$ cat src/rtl/bsel_pkg.sv
package bsel_pkg;
  // Banks needed so that the worst-case set of blockers never covers them all.
  function automatic int bank_count(input int slots);
    return 3 * slots - 1;
  endfunction

  function automatic int idx_bits(input int n);
    return (n > 1) ? $clog2(n) : 1;
  endfunction
endpackage

$ cat src/rtl/bsel_lowest_free.sv
module bsel_lowest_free #(
  parameter int N  = 5,
  parameter int IW = 3
) (
  input  logic [N-1:0]  cand,
  output logic          any,
  output logic [IW-1:0] idx
);
  always_comb begin
    any = |cand;
    idx = '0;
    // Walk downward so the lowest set bit is the last one written.
    for (int i = N - 1; i >= 0; i--) begin
      if (cand[i]) idx = IW'(i);
    end
  end
endmodule

$ cat src/rtl/bsel_rowstore.sv
module bsel_rowstore #(
  parameter int K  = 5,
  parameter int FW = 3
) (
  input  logic          clk,
  input  logic          rst,
  input  logic [FW-1:0] rd_a,
  input  logic [FW-1:0] rd_b,
  output logic [K-1:0]  row_a,
  output logic [K-1:0]  row_b,
  input  logic          set_en,
  input  logic [FW-1:0] set_row,
  input  logic [K-1:0]  set_mask,
  input  logic          clr_en,
  input  logic [FW-1:0] clr_row
);
  localparam int ROWS = 1 << FW;

  logic [K-1:0] rows [ROWS];

  // Two same-cycle read ports plus a clear: kept in fabric registers.
  assign row_a = rows[rd_a];
  assign row_b = rows[rd_b];

  always_ff @(posedge clk) begin
    if (rst) begin
      for (int r = 0; r < ROWS; r++) rows[r] <= '0;
    end else begin
      for (int r = 0; r < ROWS; r++) begin
        if (clr_en && clr_row == FW'(r))
          rows[r] <= '0;
        else if (set_en && set_row == FW'(r))
          rows[r] <= rows[r] | set_mask;
      end
    end
  end


  row_clear_chk: assert property (@(posedge clk) disable iff (rst)
    clr_en |=> rows[$past(clr_row)] == '0);


  row_set_chk: assert property (@(posedge clk) disable iff (rst)
    (set_en && !(clr_en && clr_row == set_row))
      |=> (rows[$past(set_row)] & $past(set_mask)) == $past(set_mask));
endmodule

$ cat src/rtl/conflict_free_bank_pick.sv
module conflict_free_bank_pick #(
  parameter int SLOTS_PER_FRAME = 2,
  parameter int FRAME_BITS      = 3,
  parameter int BANK_BITS       = bsel_pkg::idx_bits(bsel_pkg::bank_count(SLOTS_PER_FRAME))
) (
  input  logic                  clk,
  input  logic                  rst,
  input  logic                  pkt_valid,
  input  logic [FRAME_BITS-1:0] cur_frame,
  input  logic [FRAME_BITS-1:0] dep_frame,
  input  logic                  frame_end,
  output logic                  sel_valid,
  output logic                  sel_found,
  output logic [BANK_BITS-1:0]  sel_bank
);
  localparam int K = bsel_pkg::bank_count(SLOTS_PER_FRAME);

  logic [K-1:0]         w_vec;
  logic [K-1:0]         row_now, row_dep;
  logic [K-1:0]         blocked, cand, pick_mask;
  logic                 any_free;
  logic [BANK_BITS-1:0] pick_idx;
  logic                 take;

  bsel_rowstore #(.K(K), .FW(FRAME_BITS)) i_rows (
    .clk      (clk),
    .rst      (rst),
    .rd_a     (cur_frame),
    .rd_b     (dep_frame),
    .row_a    (row_now),
    .row_b    (row_dep),
    .set_en   (take),
    .set_row  (dep_frame),
    .set_mask (pick_mask),
    .clr_en   (frame_end),
    .clr_row  (cur_frame)
  );

  assign blocked = w_vec | row_now | row_dep;
  assign cand    = ~blocked;

  bsel_lowest_free #(.N(K), .IW(BANK_BITS)) i_pick (
    .cand (cand),
    .any  (any_free),
    .idx  (pick_idx)
  );

  assign take      = pkt_valid && any_free;
  assign pick_mask = any_free ? (K'(1) << pick_idx) : '0;

  always_ff @(posedge clk) begin
    if (rst)            w_vec <= '0;
    else if (frame_end) w_vec <= '0;
    else if (take)      w_vec <= w_vec | pick_mask;
  end

  always_ff @(posedge clk) begin
    if (rst) begin
      sel_valid <= 1'b0;
      sel_found <= 1'b0;
      sel_bank  <= '0;
    end else begin
      sel_valid <= pkt_valid;
      sel_found <= take;
      sel_bank  <= take ? pick_idx : '0;
    end
  end


  bank_range_chk: assert property (@(posedge clk) disable iff (rst)
    sel_valid |-> int'(sel_bank) < K);


  pick_free_chk: assert property (@(posedge clk) disable iff (rst)
    (sel_valid && sel_found) |-> ($past(blocked) & (K'(1) << sel_bank)) == '0);


  none_free_chk: assert property (@(posedge clk) disable iff (rst)
    (sel_valid && !sel_found) |-> &$past(blocked));


  write_mark_chk: assert property (@(posedge clk) disable iff (rst)
    (sel_valid && sel_found && !$past(frame_end)) |-> |(w_vec & (K'(1) << sel_bank)));


  write_clear_chk: assert property (@(posedge clk) disable iff (rst)
    frame_end |=> w_vec == '0);
endmodule

$ cat config.mk
export PLATFORM = sky130hd
export DESIGN_NAME = conflict_free_bank_pick
export DESIGN_NICKNAME = d
export VERILOG_FILES = /design/src/rtl/bsel_pkg.sv /design/src/rtl/bsel_lowest_free.sv /design/src/rtl/bsel_rowstore.sv /design/src/rtl/conflict_free_bank_pick.sv
export SDC_FILE = /design/constraint.sdc
export NUM_CORES = 1
export LEC_CHECK = 0
export BUFFER_PORTS_ARGS = -buffer_cell sky130_fd_sc_hd__clkbuf_2
export CORE_MARGIN = 10
export CORE_UTILIZATION = 30
export CTS_BUF_LIST = sky130_fd_sc_hd__clkbuf_2
export DETAILED_ROUTE_END_ITERATION = 7
export PLACE_DENSITY = 0.44
export SLEW_MARGIN = 20
export SYNTH_ARGS = -nofsm -noshare
export SYNTH_HDL_FRONTEND = slang
export SYNTH_SLANG_ARGS = --single-unit
$ cat constraint.sdc
create_clock -name clk -period 3.6 [get_ports clk]
set_clock_uncertainty 0.15 [all_clocks]
set_input_delay 0.18 -clock clk [delete_from_list [all_inputs] [get_ports clk]]
set_output_delay 0.18 -clock clk [all_outputs]
set_load 0.02 [all_outputs]
======== Yosys cells after proc, flatten, opt, wreduce, memory -nomap -nowiden ========
Memory sizes are Yosys's and may differ from the RTL's.
Index checks and enable logic that the tools add are counted.
word-level totals
  register bits ........................... 10
  memory bits (writable) .................. 40
  input port bits ......................... 10
  output and inout port bits .............. 5
  logic and storage cells ................. 151
  memories kept ........................... 1
cells by class
  eq/ne operators ......................... 14
  shift-type cells ........................ 1
  muxes and demuxes ....................... 80
  bitwise logic cells ..................... 29
  reductions and logical operators ........ 22
memories
  name         depth  width  read ports  clocked after Yosys merged registers in  write ports  RTL line             text
  i_rows.rows  8      5      10          0                                        8            bsel_rowstore.sv:19  logic [K-1:0] rows [ROWS];
operators with widths
  cell                                                               count
  5-bit two-way mux                                                  17
  1-bit two-way mux                                                  58
  5-bit OR                                                           11
  3-bit == test, second input constant                               8
  1-bit logical AND                                                  17
  1-bit OR                                                           16
  3-bit two-way mux                                                  5
  3-bit by 2-bit == test with 1-bit output, second input constant    4
  3-bit by 1-bit == test with 1-bit output, second input constant    2
  3-bit logical NOT                                                  2
  5-bit NOT                                                          1
  5-bit OR reduction                                                 1
  1-bit by 3-bit left shift with 5-bit output, first input constant  1
  2-bit OR reduction                                                 2
  1-bit NOT                                                          1

======== Depth between registers and ports, before layout ========
Gate-level depths: netlist of run 1.
An unclocked memory read counts as a cell.
  word-level depth ........................ 13
  depth in mapped cells ................... 9
  gate-level depth less buffers ........... 7

======== Hierarchy ========
A second synthesis of run 1 with hierarchy kept.
second synthesis, totals
  cell total of the unflattened synthesis .. 247
  area, all modules ....................... 2995.4 µm²
by module, submodules not included
  module                   times used  cells each  area an instance (µm²)  sequential area each (µm²)
  bsel_rowstore            1           199         2513.7                  1201.2
  conflict_free_bank_pick  1           40          432.9                   200.2
  bsel_lowest_free         1           8           48.8                    0.0

======== Worst setup path before layout of run 1 ========
No wires, ideal clock.
  path kind ............................... reg-to-reg
  start point ............................. mem i_rows.rows[5][1]
  end point ............................... mem i_rows.rows[5][0] (enable)
  library setup time ...................... 0.316 ns
  data arrival time ....................... 2.442 ns
  required time ........................... 3.134 ns
  slack ................................... 0.692 ns
  cell stages (with the launch flop) ...... 7
  buffers on the path ..................... 0
  clock period less this slack ............ 2.908 ns
  cells stage by stage .................... edfxtp_1 mux4_2 mux2_2 a2111oi_2 nor4_2 a21oi_1 nand2b_1
RTL lines
  what         RTL line
  from (decl)  bsel_rowstore.sv:19

==> results.sh, run 1 <==
export IMPL_dr_first_iter_drc_count=99
export IMPL_cts_hold_buf=5
export IMPL_grt_util_all_layers_pct=11.63
export IMPL_syn_cell_area_mm2=0.002791
export IMPL_multi_input_area_mm2=0.001311
export IMPL_setup_viol=0
export IMPL_slowest_delay_ns=0.56
export IMPL_rsz0062_at_grt="no"
export IMPL_place_inst=337
export IMPL_hpwl_um=5851
export IMPL_place_congestion=0.8049
export IMPL_row_count=35
export IMPL_power_per_cell_area_mw_per_mm2=384.4
export IMPL_ys_types=35
export IMPL_reg2reg_to="w_vec[3]$_SDFFE_PP0N_"
export IMPL_io_pins=15
export IMPL_vias_per_cell=5.514
export IMPL_cts_buffers=5
export IMPL_synth_area_leaders="edfxtp_1 (43%), mux4_2 (16%), o21a_1 (11%)"
export IMPL_pwr_share_seq_pct=55.4
export IMPL_crit_buf_inv=3
export IMPL_io_buffer_count=14
export IMPL_netlist_area_leader_share_pct=43.03
export IMPL_clockRootBuffer="clkbuf_2"
export IMPL_fmax_mhz=306.7
export IMPL_r2r_start="i_rows.rows[4][0]$_SDFFCE_PN0P_"
export IMPL_cp_cell_sequence="mux4_2, mux2_2, a2111oi_4, buf_4, nor4b_2, buf_4, a21oi_1, nor3_1, dlygate4sd3_1"
export IMPL_status="completed"
export IMPL_p_int_uw=874.5
export IMPL_start_util_pct=30.50
export IMPL_worstPathMaxFanout=14
export IMPL_ant_nets=0
export IMPL_cp_common_cell="buf_4"
export IMPL_clkTransAtPathRegs_ns=0.27
export IMPL_fin_crit_ns=3.260
export IMPL_tightest_slew_ns=0.9925
export IMPL_grt_pass1_wl_um=11910
export IMPL_grt_pass1_vias=2012
export IMPL_crit_type="reg -> reg"
export IMPL_critical_path_slowest_cell="dlygate4sd3_1"
export IMPL_fillers=926
export IMPL_num_nets_final=248
export IMPL_worst_setup_path_end_kind="flop"
export IMPL_p_clk_share_pct=25.9
export IMPL_antenna_found_initial=0
export IMPL_num_vias=1930
export IMPL_synth_warning_count=0
export IMPL_path_delay_family="buffers and inverters"
export IMPL_synth_edf_count=40
export IMPL_syn_nets=215
export IMPL_cts_buffer_depth=2
export IMPL_slew_headroom_pct=33.28
export IMPL_utilization_pct=34.93
export IMPL_post_cts_repair_setup_buffers=0
export IMPL_cts_sinks=50
export IMPL_cts_resized=0
export IMPL_synthCells=205
export IMPL_ys_seq_area_share_pct=50.20
export IMPL_place_area_mm2=0.003079
export IMPL_drive_gt1_share_pct=30.54
export IMPL_dr_pass1_iters=5
export IMPL_final_cells=350
export IMPL_cap_violations=0
export IMPL_wl_um=7552
export IMPL_regArea_mm2=0.001401
export IMPL_rrSetupSlack_ns=0.34
export IMPL_cts_tree="done"
export IMPL_die_x_um=116.5
export IMPL_swShare_pct=28.84
export IMPL_clk_latency_ns=0.44
export IMPL_overflow=0
export IMPL_hold_start="dep_frame[2]"
export IMPL_p_leak_uw=0.001148
export IMPL_worst_endpoint_required_ns=3.83
export IMPL_wl_per_cell_um=21.58
export IMPL_hold_viol=0
export IMPL_critPathArrivalTime_ns=3.49
export IMPL_drcViolationCount=0
export IMPL_hold_path_endpoint="sel_bank[1]$_SDFF_PP0_"
export IMPL_syn_to_final_growth_pct=14.52
export IMPL_async_reset_ff_share_pct=0
export IMPL_n_antenna_cell=0
export IMPL_yosys_most_used_dff="edfxtp_1"
export IMPL_ys_seq_elements=50
export IMPL_die_h_um=116.5
export IMPL_grt_max_degree=18
export IMPL_synth_top_area_cell="edfxtp_1"
export IMPL_power_switching_uw=354.4
export IMPL_final_area_mm2=0.003197
export IMPL_slew_violations=0
export IMPL_reg2reg_depth=9
export IMPL_dieArea_mm2=0.01356
export IMPL_power_frac_comb_pct=18.7
export IMPL_startpoint_type="flop"
export IMPL_avgSynthCellArea_um2=13.62
export IMPL_fin_crit_sh_pct=90.57
export IMPL_htree_levels=2
export IMPL_final_setup_tns_ns=0
export IMPL_coreArea_mm2=0.009153
export IMPL_hp_class="in -> reg"
export IMPL_irDropWorstVdd_uv=163.9
export IMPL_hold_depth=4
## cell usage in the layout, fill, tap and decap left out, drive strengths merged, types with 2 or more instances in the layout
cell type     n
a2111oi       3
a21oi        15
and2          2
buf          20
clkbuf       20
dfxtp        10
dlygate4sd3   5
edfxtp       40
inv           2
mux2          3
mux2i         3
mux4         20
nand2         4
nand2b        5
nor2          6
nor2b         6
nor3          9
nor4          2
o21a         40
or3           9
or4b          2
## through the flow
step / power (uW) / worst slack [ns] / hold WS, ns
final: 1229 / 0.3396 / 0.2689
after CTS: 1237 / 0.3449 / 0.2373
after global routing: 1279 / 0.2432 / 0.3374
after floorplan: 833.1 / 0.6921 / 0.2169
after detailed placement: 919.8 / 0.4255 / 0.3509
after global placement: 923.4 / 0.4028 / 0.3509
## cell families after synthesis
group | Yosys count | share of synthesized area (%)
mux | 26 | 18.42
buf+inv | 15 | 2.824
flops | 50 | 50.20
compound gates | 60 | 16.58
simple gates | 54 | 11.97
## routing by layer
| metal | vias up | wire [um] | GRT usage [%] |
|---|---|---|---|
| met5 | - | 0 | 0 |
| met4 | 0 | 275 | 5.088 |
| met3 | 16 | 205 | 1.952 |
| met2 | 42 | 3605 | 18.82 |
| met1 | 984 | 3465 | 14.94 |
| li1 | 888 | - | - |
## sequential cells by signal, summed over array words and instances (netlist names)
name / cells
i_rows.rows: 40
sel_bank: 3
sel_valid: 1
w_vec: 5
sel_found: 1
## tightest hold or removal path, stage by stage
cell and delay, ns:
clkbuf_2 0.35, a2111oi_4 0.17, nor2_1 0.10, nor4_1 0.06
## synth_stat cells (3+ instances only)
library cell   n
edfxtp_1      40
a21oi_1       15
mux2i_1        3
nor2_1         6
dfxtp_1       10
o21a_1        40
mux2_2         3
nor2b_1        6
nor3_1         9
mux4_2        20
nand2_1        4
buf_2          3
nand2b_1       5
buf_4          3
or3_1          9
clkbuf_1       6
## area by class of cell
cell class	instances	area share [%]
clock inverter	2	1.174
sequential	50	43.84
clock buffer	6	0.9393
timing repair buffer	39	8.454
tap	111	4.344
inverter	2	0.2348
multi-input combinational	140	41.02
## worst max-delay path by stage
stage / slack (ns) / from / endpoint / cells past startpoint
floorplan: 0.69 / i_rows.rows[5][1]$_SDFFCE_PN0P_ / i_rows.rows[5][0]$_SDFFCE_PN0P_ / 6
global placement: 0.40 / dep_frame[0] / i_rows.rows[1][1]$_SDFFCE_PN0P_ / 7
detailed placement: 0.43 / dep_frame[0] / i_rows.rows[1][0]$_SDFFCE_PN0P_ / 7
CTS: 0.34 / i_rows.rows[4][0]$_SDFFCE_PN0P_ / w_vec[3]$_SDFFE_PP0N_ / 9
global route: 0.24 / i_rows.rows[4][0]$_SDFFCE_PN0P_ / w_vec[3]$_SDFFE_PP0N_ / 9
finish: 0.34 / i_rows.rows[4][0]$_SDFFCE_PN0P_ / w_vec[3]$_SDFFE_PP0N_ / 9
## power groups by stage
stage | clock network (uW) | registers (uW) | logic, uW
2_1_floorplan | 0 | 684 | 150
3_3_place_gp | 0 | 694 | 229
3_5_place_dp | 0 | 694 | 226
4_1_cts | 325 | 681 | 231
5_1_grt | 346 | 685 | 247
6_report | 318 | 681 | 230
No activity file was read; power rests on OpenSTA's default activity.
==> run 2: changes to the inputs <==
Settings changed: GPL_TIMING_DRIVEN set to 0.
==> run 2 against run 1 <==
Compared with the run above:
- final cell count decreased by 3.7%
- non-clock buffer count down 13
- power decreased by 8.6%
- count of clock-buffer cells in the layout unchanged
- hold slack lost 0.22 ns
- first-iteration DRC count is 38% higher
- sequential power is 0.7% lower
- critical path depth down 3
- cell area decreased by 3.9%
- combinational power is 6% lower
- critical path type unchanged
- critical endpoint is now i_rows.rows[3][3]$_SDFFCE_PN0P_
- largest power group unchanged
==> results.sh, run 2 (synthesis results as in run 1) <==
export IMPL_layout_common_cells="o21a_1 (40), edfxtp_1 (40), mux4_2 (20)"
export IMPL_largest_reg_flops=40
export IMPL_holdWs_ns=0.04908
export IMPL_cts_buffer_depth=2
export IMPL_r2r_start="i_rows.rows[2][1]$_SDFFCE_PN0P_"
export IMPL_slew_headroom_pct=27.47
export IMPL_start_util_pct=30.50
export IMPL_cts_buffers=5
export IMPL_dr_first_iter_drc_count=137
export IMPL_overflow=0
export IMPL_coreArea_mm2=0.009153
export IMPL_slowest_delay_ns=0.57
export IMPL_grt_util_all_layers_pct=10.96
export IMPL_critical_path_slowest_cell="a21oi_1"
export IMPL_setup_viol=0
export IMPL_cts_sinks=50
export IMPL_hold_start="dep_frame[2]"
export IMPL_post_cts_repair_setup_buffers=0
export IMPL_hp_class="in -> reg"
export IMPL_path_delay_family="compound AO/OA/AOI/OAI gates"
export IMPL_clockRootBuffer="clkbuf_2"
export IMPL_grt_pass1_wl_um=11130
export IMPL_hpwl_um=5316
export IMPL_final_setup_tns_ns=0
export IMPL_dr_pass1_iters=4
export IMPL_antenna_found_initial=0
export IMPL_dpl_worst_slack_ns=-0.2492
export IMPL_cp_cell_sequence="mux4_2, mux2_2, a2111oi_4, nor4_2, a21oi_1, or3_1"
export IMPL_place_inst=326
export IMPL_n_antenna_cell=0
export IMPL_crit_type="reg -> reg"
export IMPL_fin_crit_sh_pct=95.03
export IMPL_fmax_mhz=292.3
export IMPL_dieArea_mm2=0.01356
export IMPL_irDropWorstVdd_uv=118.7
export IMPL_slew_violations=0
export IMPL_num_nets_final=235
export IMPL_tightest_slew_ns=1.079
export IMPL_fin_crit_ns=3.421
export IMPL_worst_endpoint_required_ns=3.60
export IMPL_vias_per_cell=5.315
export IMPL_worstPathMaxFanout=10
export IMPL_wl_per_cell_um=21.12
export IMPL_grt_pass1_vias=1848
export IMPL_worst_setup_path_end_kind="flop"
export IMPL_wl_um=7116
export IMPL_drcViolationCount=0
export IMPL_cts_tree="done"
export IMPL_row_count=35
export IMPL_utilization_pct=33.56
export IMPL_critPathArrivalTime_ns=3.42
export IMPL_p_leak_uw=0.001051
export IMPL_io_buffer_count=10
export IMPL_hold_viol=0
export IMPL_die_h_um=116.5
export IMPL_crit_start="i_rows.rows[2][1]$_SDFFCE_PN0P_"
export IMPL_cap_violations=0
export IMPL_die_x_um=116.5
export IMPL_io_pins=15
export IMPL_startpoint_type="flop"
export IMPL_syn_to_final_growth_pct=10.04
export IMPL_grt_max_degree=16
export IMPL_ant_nets=0
export IMPL_rsz0062_at_grt="no"
export IMPL_crit_buf_inv=0
export IMPL_top_regs="i_rows.rows: 40 flops, w_vec: 5 flops, sel_bank: 3 flops"
export IMPL_htree_levels=2
export IMPL_final_cells=337
export IMPL_drive_gt1_share_pct=25.66
export IMPL_clk_latency_ns=0.44
export IMPL_clkTransAtPathRegs_ns=0.26
export IMPL_status="completed"
export IMPL_power_per_cell_area_mw_per_mm2=365.8
export IMPL_place_congestion=0.7725
export IMPL_fin_ws_ns=0.1788
export IMPL_num_vias=1791
export IMPL_top_register="i_rows.rows"
[run 2: what timing repair did]
item	in CTS	in global routing
endpoints found under the hold margin	5	0
hold buffers	3	0
endpoints found under the setup margin	29	0
resized for setup	2	0
[run 2: worst paths after layout]
path	endpoint	slack [ns]	depth (start not counted)
worst max-delay path	i_rows.rows[3][3]$_SDFFCE_PN0P_	0.18	6
worst min-delay path	sel_bank[1]$_SDFF_PP0_	0.05	4
worst max register to register	i_rows.rows[3][3]$_SDFFCE_PN0P_	0.18	6
worst min register to register	w_vec[4]$_SDFFE_PP0N_	0.37	1
[run 2: report_power, final]
part	switching (uW)	total (uW)	internal, uW
clock	182	231	48.8
combinational	128	217	88.2
sequential	21.2	676	655
total	332	1120	791
[run 2: final cells by class]
type | count | area [um2]
Clock buffer | 6 | 30.03
Inverter | 2 | 7.507
Clock inverter | 2 | 10.01
Multi-Input combinational cell | 140 | 1333
Fill cell | 905 | 6081
Buffer | 13 | 71.32
Tap cell | 111 | 138.9
Timing Repair Buffer | 13 | 80.08
Sequential cell | 50 | 1401
[run 2: stage by stage]
stage | total power, uW | cell area, um2
global route | 1180 | 3072
global placement | 899.2 | 2980
CTS | 1139 | 3067
detailed placement | 897.8 | 2980
floorplan | 833.1 | 2791
finish | 1124 | 3072
[run 2: tightest hold or removal path, cell delays in order]
cell	delay [ns]
buf_4	0.16
a2111oi_4	0.11
nor2_1	0.10
nor4_1	0.06
[run 2: routing by layer]
metal / global-route usage [%] / part of all wire, %
met5: 0 / 0
met4: 3.336 / 0.97
met3: 1.541 / 2.2
met2: 18.14 / 49
met1: 14.48 / 48
==> run 3: changes to the inputs <==
Settings changed: CTS_BUF_LIST sky130_fd_sc_hd__clkbuf_2 to sky130_fd_sc_hd__clkbuf_4 sky130_fd_sc_hd__clkbuf_8 sky130_fd_sc_hd__clkbuf_16.
==> run 3 against run 2 <==
Compared with the run above:
- maximum frequency is 0.60% higher
- sequential share of layout area fell by 0.42 points
- sequential power is essentially flat
- critical path type unchanged
==> results.sh, run 3 (synthesis results as in run 1) <==
export IMPL_cts_tree="done"
export IMPL_vias_per_cell=5.350
export IMPL_syn_to_final_growth_pct=11.07
export IMPL_io_pins=15
export IMPL_io_buffer_count=10
export IMPL_pwr_share_seq_pct=55.1
export IMPL_tightest_slew_ns=0.9592
export IMPL_worstPathMaxFanout=10
export IMPL_cts_resized=1
export IMPL_clk_latency_ns=0.31
export IMPL_worst_endpoint_required_ns=3.44
export IMPL_cts_hold_buf=0
export IMPL_grt_pass1_wl_um=11040
export IMPL_antenna_found_initial=0
export IMPL_hold_viol=0
export IMPL_start_util_pct=30.50
export IMPL_cap_violations=0
export IMPL_ant_nets=0
export IMPL_grt_max_degree=16
export IMPL_rsz0062_at_grt="no"
export IMPL_die_x_um=116.5
export IMPL_cts_buffer_depth=2
export IMPL_drcViolationCount=0
export IMPL_top_register="i_rows.rows"
export IMPL_setup_viol=0
export IMPL_wl_um=7098
export IMPL_startpoint_type="flop"
export IMPL_utilization_pct=33.88
export IMPL_slew_headroom_pct=35.88
export IMPL_power_per_cell_area_mw_per_mm2=395.6
export IMPL_cts_sinks=50
export IMPL_num_vias=1787
export IMPL_htree_levels=2
export IMPL_p_clk_share_pct=27.2
export IMPL_p_int_uw=883.9
export IMPL_num_nets_final=232
export IMPL_clockRootBuffer="clkbuf_8"
export IMPL_die_h_um=116.5
export IMPL_drive_gt1_share_pct=26.46
export IMPL_layout_common_cells="o21a_1 (40), edfxtp_1 (40), mux4_2 (20)"
export IMPL_hp_class="in -> reg"
export IMPL_fin_crit_ns=3.401
export IMPL_place_congestion=0.7725
export IMPL_dr_pass1_iters=4
export IMPL_grt_util_all_layers_pct=10.87
export IMPL_power_switching_uw=342.6
export IMPL_swShare_pct=27.93
export IMPL_fin_crit_sh_pct=94.47
export IMPL_coreArea_mm2=0.009153
export IMPL_cts_buffers=5
export IMPL_status="completed"
export IMPL_post_cts_repair_setup_buffers=0
export IMPL_worst_setup_path_end_kind="flop"
export IMPL_dr_first_iter_drc_count=91
export IMPL_row_count=35
export IMPL_dieArea_mm2=0.01356
export IMPL_n_antenna_cell=0
export IMPL_hpwl_um=5316
export IMPL_wl_per_cell_um=21.25
export IMPL_final_setup_tns_ns=0
export IMPL_rrSetupSlack_ns=0.20
export IMPL_overflow=0
export IMPL_top_regs="i_rows.rows: 40 flops, w_vec: 5 flops, sel_bank: 3 flops"
export IMPL_crit_type="reg -> reg"
export IMPL_fmax_mhz=294.0
export IMPL_slew_violations=0
export IMPL_grt_pass1_vias=1833
export IMPL_largest_reg_flops=40
export IMPL_clkTransAtPathRegs_ns=0.09
export IMPL_p_leak_uw=0.001055
export IMPL_irDropWorstVdd_uv=148.9
export IMPL_critPathArrivalTime_ns=3.24
export IMPL_power_frac_comb_pct=17.8
## run 3: path summary, 6_finish.rpt
path,startpoint,to,cells after the start
worst max-delay path,i_rows.rows[2][0]$_SDFFCE_PN0P_,i_rows.rows[3][2]$_SDFFCE_PN0P_,6
worst min-delay path,pkt_valid,w_vec[0]$_SDFFE_PP0N_,3
worst min register to register,w_vec[4]$_SDFFE_PP0N_,w_vec[4]$_SDFFE_PP0N_,1
worst max register to register,i_rows.rows[2][0]$_SDFFCE_PN0P_,i_rows.rows[3][2]$_SDFFCE_PN0P_,6
## run 3: cell type report
cell class | instances | area [um2]
fill | 902 | 6052
clock buffer | 6 | 76.32
multi-input combinational | 140 | 1345
buffer | 13 | 71.32
clock inverter | 2 | 10.01
timing repair buffer | 10 | 50.05
tap | 111 | 138.9
inverter | 2 | 7.507
sequential | 50 | 1401
## run 3: power groups by stage
| stage | Combinational [uW] | Clock, uW | Sequential [uW] |
|---|---|---|---|
| 2_1_floorplan | 150 | 0 | 684 |
| 3_3_place_gp | 211 | 0 | 688 |
| 5_1_grt | 235 | 366 | 680 |
| 4_1_cts | 212 | 349 | 675 |
| 6_report | 218 | 333 | 675 |
| 3_5_place_dp | 210 | 0 | 688 |
## run 3: metrics by stage
step	hold slack [ns]	instance area, um2	worst slack [ns]	power, uW	cells
2_1_floorplan	0.2169	2791	0.6921	833.1	205
3_3_place_gp	0.3119	2980	-0.2173	899.2	326
3_5_place_dp	0.3223	2980	-0.2492	897.8	326
4_1_cts	0.1161	3070	-0.05326	1236	334
5_1_grt	0.1307	3100	0.07963	1281	334
6_report	0.1234	3100	0.1992	1227	334
## run 3: critical path, cell delays in order, from the launching register on
cell and delay (ns):
edfxtp_1 0.44, mux4_2 0.48, mux2_2 0.31, a2111oi_4 0.58, nor4_4 0.18, a21oi_1 0.55, or3_1 0.38
## run 3: metal layers
layer / track usage [%] / share of wire, %
met5: 0 / 0
met4: 3.086 / 1.1
met3: 1.695 / 2.4
met2: 17.99 / 48
met1: 14.36 / 49
